[config.mk]
export PLATFORM = sky130hd
export DESIGN_NAME = gamma_level_updater
export DESIGN_NICKNAME = d
export VERILOG_FILES = /design/src/rtl/gamma_pkg.sv /design/src/rtl/gamma_curve_rom.sv /design/src/rtl/gamma_req_hold.sv /design/src/rtl/gamma_seq_engine.sv /design/src/rtl/gamma_level_updater.sv
export SDC_FILE = /design/constraint.sdc
export NUM_CORES = 1
export LEC_CHECK = 0
export BUFFER_PORTS_ARGS = -buffer_cell sky130_fd_sc_hd__buf_4
export CAP_MARGIN = 40
export CORE_ASPECT_RATIO = 1.75
export CORE_MARGIN = 3
export CORE_UTILIZATION = 60
export DETAILED_ROUTE_END_ITERATION = 7
export PLACE_DENSITY_LB_ADDON = 0.15
export SKIP_LAST_GASP = 1
export SLEW_MARGIN = 15
export SYNTH_ARGS = -nofsm -noshare
export SYNTH_HDL_FRONTEND = slang
export SYNTH_SLANG_ARGS = --single-unit
[constraint.sdc]
create_clock -name clk -period 4.4 [get_ports clk]
set_input_delay 0.44 -clock clk [delete_from_list [all_inputs] [get_ports clk]]
set_output_delay 0.44 -clock clk [all_outputs]
set_load 0.005 [all_outputs]
[src/rtl/gamma_pkg.sv]
package gamma_pkg;
  localparam int NUM_LEVELS = 11;
  localparam int TBL_LEN    = 23;
  localparam int LVL_W      = 4;
  localparam logic [7:0] CMD_GAMMA = 8'hFA;
  localparam logic [7:0] ARG_LOAD  = 8'h00;
  localparam logic [7:0] ARG_APPLY = 8'h01;

  typedef enum logic [2:0] {
    ST_IDLE, ST_START, ST_FETCH, ST_LOAD, ST_SHOW, ST_WAIT, ST_FINISH
  } upd_state_t;

  // Gamma curve content: header bytes then a level-dependent payload.
  function automatic logic [7:0] curve_byte(int lv, int k);
    if (k == 0)      return CMD_GAMMA;
    else if (k == 1) return ARG_LOAD;
    else             return 8'((k * 29) % 256) ^ 8'(lv * 11);
  endfunction
endpackage

[src/rtl/gamma_curve_rom.sv]
module gamma_curve_rom #(
  parameter int NUM_LEVELS = gamma_pkg::NUM_LEVELS,
  parameter int TBL_LEN    = gamma_pkg::TBL_LEN,
  localparam int DEPTH     = NUM_LEVELS * TBL_LEN,
  localparam int ADDR_W    = $clog2(DEPTH)
) (
  input  logic              clk,
  input  logic [ADDR_W-1:0] addr,
  output logic [7:0]        q
);
  logic [7:0] mem [0:DEPTH-1];

  initial begin
    for (int l = 0; l < NUM_LEVELS; l++)
      for (int k = 0; k < TBL_LEN; k++)
        mem[ADDR_W'(l * TBL_LEN + k)] = gamma_pkg::curve_byte(l, k);
  end

  always_ff @(posedge clk) q <= mem[addr];
endmodule

[src/rtl/gamma_req_hold.sv]
module gamma_req_hold #(
  parameter int NUM_LEVELS = gamma_pkg::NUM_LEVELS,
  parameter int LVL_W      = gamma_pkg::LVL_W,
  localparam logic [LVL_W-1:0] MAX_LVL = LVL_W'(NUM_LEVELS - 1)
) (
  input  logic             clk,
  input  logic             rst,
  input  logic             powered,
  input  logic             req_valid,
  input  logic [LVL_W-1:0] req_level,
  input  logic             take,
  output logic             pend_valid,
  output logic [LVL_W-1:0] pend_level
);
  logic [LVL_W-1:0] clamped;
  assign clamped = (req_level > MAX_LVL) ? MAX_LVL : req_level;

  always_ff @(posedge clk) begin
    if (rst) begin
      pend_valid <= 1'b0;
      pend_level <= MAX_LVL;
    end else if (!powered) begin
      pend_valid <= 1'b0;
    end else if (req_valid) begin
      pend_valid <= 1'b1;
      pend_level <= clamped;
    end else if (take) begin
      pend_valid <= 1'b0;
    end
  end

  AST_LEVEL_IN_RANGE: assert property (@(posedge clk) disable iff (rst)
    pend_valid |-> pend_level <= MAX_LVL);
  AST_NEWEST_KEPT: assert property (@(posedge clk) disable iff (rst)
    (powered && req_valid) |=> pend_valid);
endmodule

[src/rtl/gamma_seq_engine.sv]
module gamma_seq_engine
  import gamma_pkg::*;
#(
  parameter int NUM_LEVELS = gamma_pkg::NUM_LEVELS,
  parameter int TBL_LEN    = gamma_pkg::TBL_LEN,
  parameter int LVL_W      = gamma_pkg::LVL_W,
  localparam int ADDR_W    = $clog2(NUM_LEVELS * TBL_LEN),
  localparam int IDX_W     = $clog2(TBL_LEN)
) (
  input  logic              clk,
  input  logic              rst,
  input  logic              go,
  input  logic [LVL_W-1:0]  go_level,
  output logic [ADDR_W-1:0] rom_addr,
  input  logic [7:0]        rom_q,
  output logic              idle,
  output logic              seq_start,
  output logic              byte_valid,
  output logic [7:0]        byte_data,
  output logic              byte_first,
  input  logic              byte_ready,
  input  logic              wr_done,
  input  logic              wr_err,
  output logic              upd_done,
  output logic              upd_err
);
  upd_state_t       state;
  logic             phase;     // 0: table sequence, 1: apply sequence
  logic [IDX_W-1:0] idx;
  logic [LVL_W-1:0] lvl;
  logic             err_acc;
  logic             last_byte;

  assign idle      = (state == ST_IDLE);
  assign rom_addr  = ADDR_W'(lvl) * ADDR_W'(TBL_LEN) + ADDR_W'(idx);
  assign last_byte = phase ? (idx == IDX_W'(1)) : (idx == IDX_W'(TBL_LEN - 1));

  always_ff @(posedge clk) begin
    if (rst) begin
      state      <= ST_IDLE;
      phase      <= 1'b0;
      idx        <= '0;
      lvl        <= '0;
      err_acc    <= 1'b0;
      seq_start  <= 1'b0;
      byte_valid <= 1'b0;
      byte_data  <= '0;
      byte_first <= 1'b0;
      upd_done   <= 1'b0;
      upd_err    <= 1'b0;
    end else begin
      seq_start <= 1'b0;
      upd_done  <= 1'b0;
      case (state)
        ST_IDLE: if (go) begin
          lvl   <= go_level;
          phase <= 1'b0;
          state <= ST_START;
        end
        ST_START: begin
          if (err_acc) begin
            if (!phase) phase <= 1'b1;
            else        state <= ST_FINISH;
          end else begin
            seq_start <= 1'b1;
            idx       <= '0;
            state     <= ST_FETCH;
          end
        end
        ST_FETCH: state <= ST_LOAD;
        ST_LOAD: begin
          byte_valid <= 1'b1;
          byte_first <= (idx == '0);
          byte_data  <= !phase ? rom_q : ((idx == '0) ? CMD_GAMMA : ARG_APPLY);
          state      <= ST_SHOW;
        end
        ST_SHOW: if (byte_ready) begin
          byte_valid <= 1'b0;
          byte_first <= 1'b0;
          if (last_byte) state <= ST_WAIT;
          else begin
            idx   <= idx + 1'b1;
            state <= ST_FETCH;
          end
        end
        ST_WAIT: if (wr_done) begin
          err_acc <= err_acc | wr_err;
          if (!phase) begin
            phase <= 1'b1;
            state <= ST_START;
          end else state <= ST_FINISH;
        end
        ST_FINISH: begin
          upd_done <= 1'b1;
          upd_err  <= err_acc;
          err_acc  <= 1'b0;
          state    <= ST_IDLE;
        end
        default: state <= ST_IDLE;
      endcase
    end
  end

  AST_BYTE_HELD: assert property (@(posedge clk) disable iff (rst)
    (byte_valid && !byte_ready) |=> (byte_valid && $stable(byte_data)));
  AST_START_ONE_CYCLE: assert property (@(posedge clk) disable iff (rst)
    seq_start |=> !seq_start);
  AST_START_NO_BYTE: assert property (@(posedge clk) disable iff (rst)
    seq_start |-> !byte_valid);
  AST_FIRST_ONLY_VALID: assert property (@(posedge clk) disable iff (rst)
    byte_first |-> byte_valid);
  AST_DONE_ONE_CYCLE: assert property (@(posedge clk) disable iff (rst)
    upd_done |=> !upd_done);
endmodule

[src/rtl/gamma_level_updater.sv]
module gamma_level_updater #(
  parameter int NUM_LEVELS = gamma_pkg::NUM_LEVELS,
  parameter int TBL_LEN    = gamma_pkg::TBL_LEN,
  parameter int LVL_W      = gamma_pkg::LVL_W,
  localparam int ADDR_W    = $clog2(NUM_LEVELS * TBL_LEN)
) (
  input  logic             clk,
  input  logic             rst,
  input  logic             powered,
  input  logic             req_valid,
  input  logic [LVL_W-1:0] req_level,
  output logic             busy,
  output logic             seq_start,
  output logic             byte_valid,
  output logic [7:0]       byte_data,
  output logic             byte_first,
  input  logic             byte_ready,
  input  logic             wr_done,
  input  logic             wr_err,
  output logic             upd_done,
  output logic             upd_err
);
  logic              pend_valid;
  logic [LVL_W-1:0]  pend_level;
  logic              idle;
  logic              take;
  logic [ADDR_W-1:0] rom_addr;
  logic [7:0]        rom_q;

  assign take = idle & pend_valid & powered;
  assign busy = pend_valid | ~idle;

  gamma_req_hold #(.NUM_LEVELS(NUM_LEVELS), .LVL_W(LVL_W)) i_hold (
    .clk(clk), .rst(rst), .powered(powered), .req_valid(req_valid),
    .req_level(req_level), .take(take), .pend_valid(pend_valid),
    .pend_level(pend_level));

  gamma_curve_rom #(.NUM_LEVELS(NUM_LEVELS), .TBL_LEN(TBL_LEN)) i_rom (
    .clk(clk), .addr(rom_addr), .q(rom_q));

  gamma_seq_engine #(.NUM_LEVELS(NUM_LEVELS), .TBL_LEN(TBL_LEN), .LVL_W(LVL_W)) i_eng (
    .clk(clk), .rst(rst), .go(take), .go_level(pend_level),
    .rom_addr(rom_addr), .rom_q(rom_q), .idle(idle),
    .seq_start(seq_start), .byte_valid(byte_valid), .byte_data(byte_data),
    .byte_first(byte_first), .byte_ready(byte_ready), .wr_done(wr_done),
    .wr_err(wr_err), .upd_done(upd_done), .upd_err(upd_err));

  AST_BUSY_WHILE_SENDING: assert property (@(posedge clk) disable iff (rst)
    byte_valid |-> busy);
  AST_BUSY_AFTER_ACCEPT: assert property (@(posedge clk) disable iff (rst)
    (powered && req_valid) |=> busy);
  AST_UNPOWERED_NO_START: assert property (@(posedge clk) disable iff (rst)
    (!powered && idle && !pend_valid) |=> !seq_start);
endmodule

==> Word level (Yosys, flattened, before mapping) <==
Memories as Yosys holds them, arrays and structs flattened. A register that Yosys moved wholly into a read port is not among the register bits.
Cells that the tools add are included.
{ "word_totals": {"output_inout_bits": 14, "input_bits": 11, "romBits": 2024, "memories": 1, "reg_bits": 32, "word_cells": 84} }
{ "op_classes": {"bitwise_logic": 7, "n_reduce_logical": 16, "muxes": 28, "eq_ne": 15, "multipliers": 1, "n_addsub": 2, "magnitude_cmp": 1} }
{ "mem_list": {"columns": ["name", "words", "word_bits", "read_ports", "rd_ports_with_merged_regs", "wr", "line", "text"], "rows": [
  ["i_rom.mem", 253, 8, 1, 1, 0, "gamma_curve_rom.sv:11", "logic [7:0] mem [0:DEPTH-1];"]
]} }
{ "op_table": {"columns": ["op", "count"], "rows": [
  ["two-way mux 3 bit", 7],
  ["case mux 3 bit (6 select lines)", 1],
  ["two-way mux 8 bit", 2],
  ["two-way mux 5 bit", 3],
  ["AND reduction 4 bit", 3],
  ["case mux 5 bit (2 select lines)", 1],
  ["equality test 3 bit, second input constant", 3],
  ["two-way mux 1 bit", 9],
  ["adder 8 x 5 -> 8 bit", 1],
  ["multiplier 4 x 5 -> 8 bit, second input constant", 1],
  ["inequality test 2 bit, second input constant", 4],
  ["AND reduction 2 bit", 4],
  ["nonzero test 2 bit", 4],
  ["equality test 3 x 2 -> 1 bit, second input constant", 2],
  ["case mux 1 bit (2 select lines)", 3],
  ["adder 5 x 1 -> 5 bit, second input constant", 1],
  ["equality test 5 x 1 -> 1 bit, second input constant", 1],
  ["equality test 5 bit, second input constant", 1],
  ["logical NOT 5 bit", 1],
  ["> comparator 4 bit, second input constant", 1],
  ["two-way mux 4 bit", 1],
  ["inequality test 2 x 1 -> 1 bit, second input constant", 2],
  ["OR reduction 2 bit", 2],
  ["equality test 3 x 1 -> 1 bit, second input constant", 1],
  ["7 further kinds", 11]
]} }

==> Longest topological paths before layout <==
{ "logic_depth": {"depth_word": 5, "mapped_depth": 16, "ltp_nobuf": 12} }

==> Cells and area by module <==
Synthesis repeated with hierarchy kept, for this count alone.
{ "unflattened": {"cells_unflattened": 528, "hier_area_um2": 4025.1} }
{ "by_module_without_submodules": {"columns": ["mod", "seq_area_each_um2", "instances", "cells_each", "area_each_um2"], "rows": [
  ["gamma_curve_rom", 160.2, 1, 281, 1904.3],
  ["gamma_seq_engine", 540.5, 1, 225, 1898.1],
  ["gamma_req_hold", 100.1, 1, 20, 210.2],
  ["gamma_level_updater", 0.0, 1, 2, 12.5]
]} }

==> Least setup slack after synthesis <==
OpenSTA, ideal clock, no wires.
{ "synth_timing": {"path_type": "reg-to-reg", "from": "reg i_eng.lvl[1]", "to": "reg i_rom.q[6], read port of i_rom.mem", "path_stages_with_launch": 13, "setup_slack_ns": 0.596, "required_ns": 4.266, "n_path_buf": 0, "setup_ns": 0.134, "arrival_time_ns": 3.670, "synth_period_minus_slack_ns": 3.804, "cell_sequence": "dfxtp_1 -> inv_1 -> fa_1 -> inv_1 -> fa_1 -> fa_1 -> ha_1 -> nor2_2 -> a21oi_4 -> xnor2_2 -> or3_1 -> a31o_1 -> mux4_2"} }
{ "synth_between": {"elab_chain_len": 2} }
{ "synth_rtl": {"columns": ["item", "line", "text"], "rows": [
  ["from (decl)", "gamma_seq_engine.sv:30", "logic [LVL_W-1:0] lvl;"],
  ["from (signal assigned)", "gamma_seq_engine.sv:56", "lvl <= go_level;"],
  ["multiplier 4 x 5 -> 8 bit", "gamma_seq_engine.sv:35", "assign rom_addr = ADDR_W'(lvl) * ADDR_W'(TBL_LEN) + ADDR_W'(idx);"],
  ["adder 8 x 5 -> 8 bit", "gamma_seq_engine.sv:35", null],
  ["to (decl)", "gamma_curve_rom.sv:9", "output logic [7:0] q"]
]} }
No other way between the ends.
A chain may end at the register's enable or synchronous reset.

==> Worst setup path after layout <==
{ "layout_timing": {"from": "reg i_eng.lvl[1]", "to": "reg i_rom.q[0], read port of i_rom.mem"} }
Same word-level chain as after synthesis.

==> flow_metrics.env <==
export IMPL_clockPowerShare_pct=20.5
export IMPL_yosysTopAreaCellShare_pct=21.0
export IMPL_hp_class="in2reg"
export IMPL_fin_setup_tns_ps=0
export IMPL_portBuffers=24
export IMPL_antennaDiodeCount=0
export IMPL_top_layer_used="met4"
export IMPL_grt_use_total_pct=33.2
export IMPL_post_cts_setup_buffers=0
export IMPL_worst_pin_slew_ps=793
export IMPL_htreeDepth=2
export IMPL_synthMostInstantiatedCell="nor2_1"
export IMPL_p_leak_uw=0.00175
export IMPL_synth_top_area_cell="dfxtp_1"
export IMPL_wire_per_inst_um=20.4
export IMPL_drv_slew=0
export IMPL_die_h_um=111
export IMPL_maxCapViolations=0
export IMPL_grt_max_degree=50
export IMPL_ctsHoldBuffers=0
export IMPL_seq_power_share_pct=29.6
export IMPL_start_util_pct=63.2
export IMPL_drc_errors=0
export IMPL_yosys_top_cells_area="dfxtp_1 21%, ha_1 9.9%, a21oi_1 5.5%"
export IMPL_routed_wl_um=12000
export IMPL_crit_fanout=11
export IMPL_synthArstFlopShare_pct=0
export IMPL_dp_hpwl_um=8960
export IMPL_first_pass_iters=8
export IMPL_ys_top_cells_by_count="50 x nor2_1, 45 x nand2_1, 42 x a21oi_1"
export IMPL_postRouteAntennaNets=0
export IMPL_fp_dieArea_um2=7370
export IMPL_row_count=37
export IMPL_cp_data_required_time_ps=4610
export IMPL_postCtsResizedCells=0
export IMPL_critPathCaptureType="flop"
export IMPL_whs_path_depth=3
export IMPL_synth_net_count=546
export IMPL_arrival_ps=4350
export IMPL_syn_to_final_growth_pct=10.7
export IMPL_final_nets=557
export IMPL_period_share_pct=94.3
export IMPL_drt_iter0_drc=277
export IMPL_vdd_drop_max_uv=275
export IMPL_root_buffer="clkbuf_8"
export IMPL_setup_violations=0
export IMPL_layout_min_cycle_time_ps=4150
export IMPL_p_switching_uw=642
export IMPL_final_util_pct=70.0
export IMPL_met1_length_um=3980
export IMPL_power_frac_comb_pct=49.9
export IMPL_synth_edff_count=0
export IMPL_cts_sinks=40
export IMPL_fmaxAchievable_ghz=0.241
export IMPL_yosys_warnings=0
export IMPL_grt_first_pass_wirelength_um=18900
export IMPL_detail_route_vias_per_cell=6.86
export IMPL_routed_wl_met2_um=6280
export IMPL_postSynthCellCount=499
export IMPL_place_congestion=0.989
export IMPL_relSlewSlack_pct=46.9
export IMPL_synth_seq_cells=40
export IMPL_synth_cell_type_count=67
export IMPL_synthesis_area_um2=3800
export IMPL_path_clk_slew_ps=90
export IMPL_clk_path_buf_depth=2
export IMPL_hold_violations=0
export IMPL_grt_pass1_vias=3918
export IMPL_drive_gt1_share_pct=13.5
export IMPL_outcome="finished clean"
export IMPL_clock_latency_ps=310
export IMPL_powerDensity_nw_per_um2=362
export IMPL_synth_area_per_cell_um2=7.63
export IMPL_boundaryPins=25
export IMPL_intPower_uw=885
export IMPL_rsz0062_at_grt="false"
export IMPL_antenna_found_initial=0
export IMPL_ys_seq_area_share_pct=21.0
export IMPL_skew_ps=14.4
export IMPL_die_w_um=66.2
export IMPL_cts_tree="yes"
export IMPL_vias=4040
export IMPL_rr_worst_depth=12
export IMPL_synth_top_flop_cell="dfxtp_1"
export IMPL_swShare_pct=42.1
export IMPL_grt_ovfl_total=0
export IMPL_core_um2=6020
export IMPL_timing_critical_path_from_type="flop"
export IMPL_path_class="reg2reg"
export IMPL_wl_met3_um=824
export IMPL_cts_buffers=5
[per-layer routing]
metal  GRT usage (%)  vias to the layer above
met5               0                        -
met1            32.2                     1840
met2            59.6                      246
met3            4.74                       93
li1                -                     1861
met4            25.6                        0
[sequential cells by signal, indices dropped and copies added, names as in the netlist]
register           count
i_eng.byte_valid       1
i_eng.idx              5
i_eng.lvl              4
i_eng.upd_err          1
i_eng.state            3
i_eng.byte_first       1
i_eng.byte_data        8
i_eng.seq_start        1
i_eng.phase            1
i_eng.upd_done         1
i_hold.pend_level      4
i_eng.err_acc          1
i_hold.pend_valid      1
i_rom.q                8
[critical path, cell delays in order (launching register included)]
cell	delay, ps
dfxtp_1	410
inv_1	80
fa_1	540
inv_1	40
ha_1	320
fa_1	500
ha_2	480
o21a_1	200
and2_1	390
o21ai_0	260
or4_1	470
o211a_1	150
a32o_1	210
[placed cells by master, fill, tap and decap left out, types with 13 or more instances in the layout]
cell type | synthesis | routed
nand2_1 | 45 | 45
a21oi_1 | 42 | 42
nor2_1 | 50 | 50
nand2b_1 | 13 | 13
o21ai_0 | 33 | 33
ha_1 | 30 | 29
inv_1 | 23 | 23
mux2i_1 | 13 | 13
buf_4 | 2 | 40
dfxtp_1 | 40 | 40
[stage by stage]
stage	worst slack [ps]	instance area [um^2]	hold slack (ps)	cells	total power, uW
after global routing	39.2	4210	444	589	1610
after detailed placement	230	4090	455	581	1190
after CTS	212	4210	436	589	1500
after floorplan	596	3800	432	499	975
after global placement	285	4090	443	581	1190
final	252	4210	437	589	1530
[final timing paths]
kind	start	end	slack, ps
worst max-delay path	i_eng.lvl[1]	i_rom.q[0]	250
worst min-delay path	req_level[1]	i_hold.pend_level[1]	440
worst max register to register	i_eng.lvl[1]	i_rom.q[0]	250
worst min register to register	i_eng.byte_data[0]	i_eng.byte_data[0]	470
[power groups by stage]
| stage | Sequential, uW | Clock, uW | Combinational [uW] |
|---|---|---|---|
| 3_5_place_dp | 460 | 0 | 733 |
| 4_1_cts | 452 | 315 | 738 |
| 3_3_place_gp | 460 | 0 | 732 |
| 2_1_floorplan | 432 | 0 | 543 |
| 5_1_grt | 458 | 331 | 821 |
| 6_report | 452 | 314 | 761 |
[logic make-up after synthesis]
logic type	synth area share, %
and+or+nand+nor	20.8
buffers and inverters	6.71
muxes	5.79
adders and majority gates	13.0
AOI/OAI and AO/OA	29.7
xor gates and xnor gates	2.96
DFF	21.0
[area by class of cell]
type | instances | area, um^2
Clock inverter | 3 | 47.5
Inverter | 24 | 90.1
Fill cell | 506 | 1810
Clock buffer | 5 | 68.8
Multi-Input combinational cell | 397 | 2770
Timing Repair Buffer | 42 | 340
Sequential cell | 40 | 801
Tap cell | 78 | 97.6
Power figures use the tool's default switching activity.
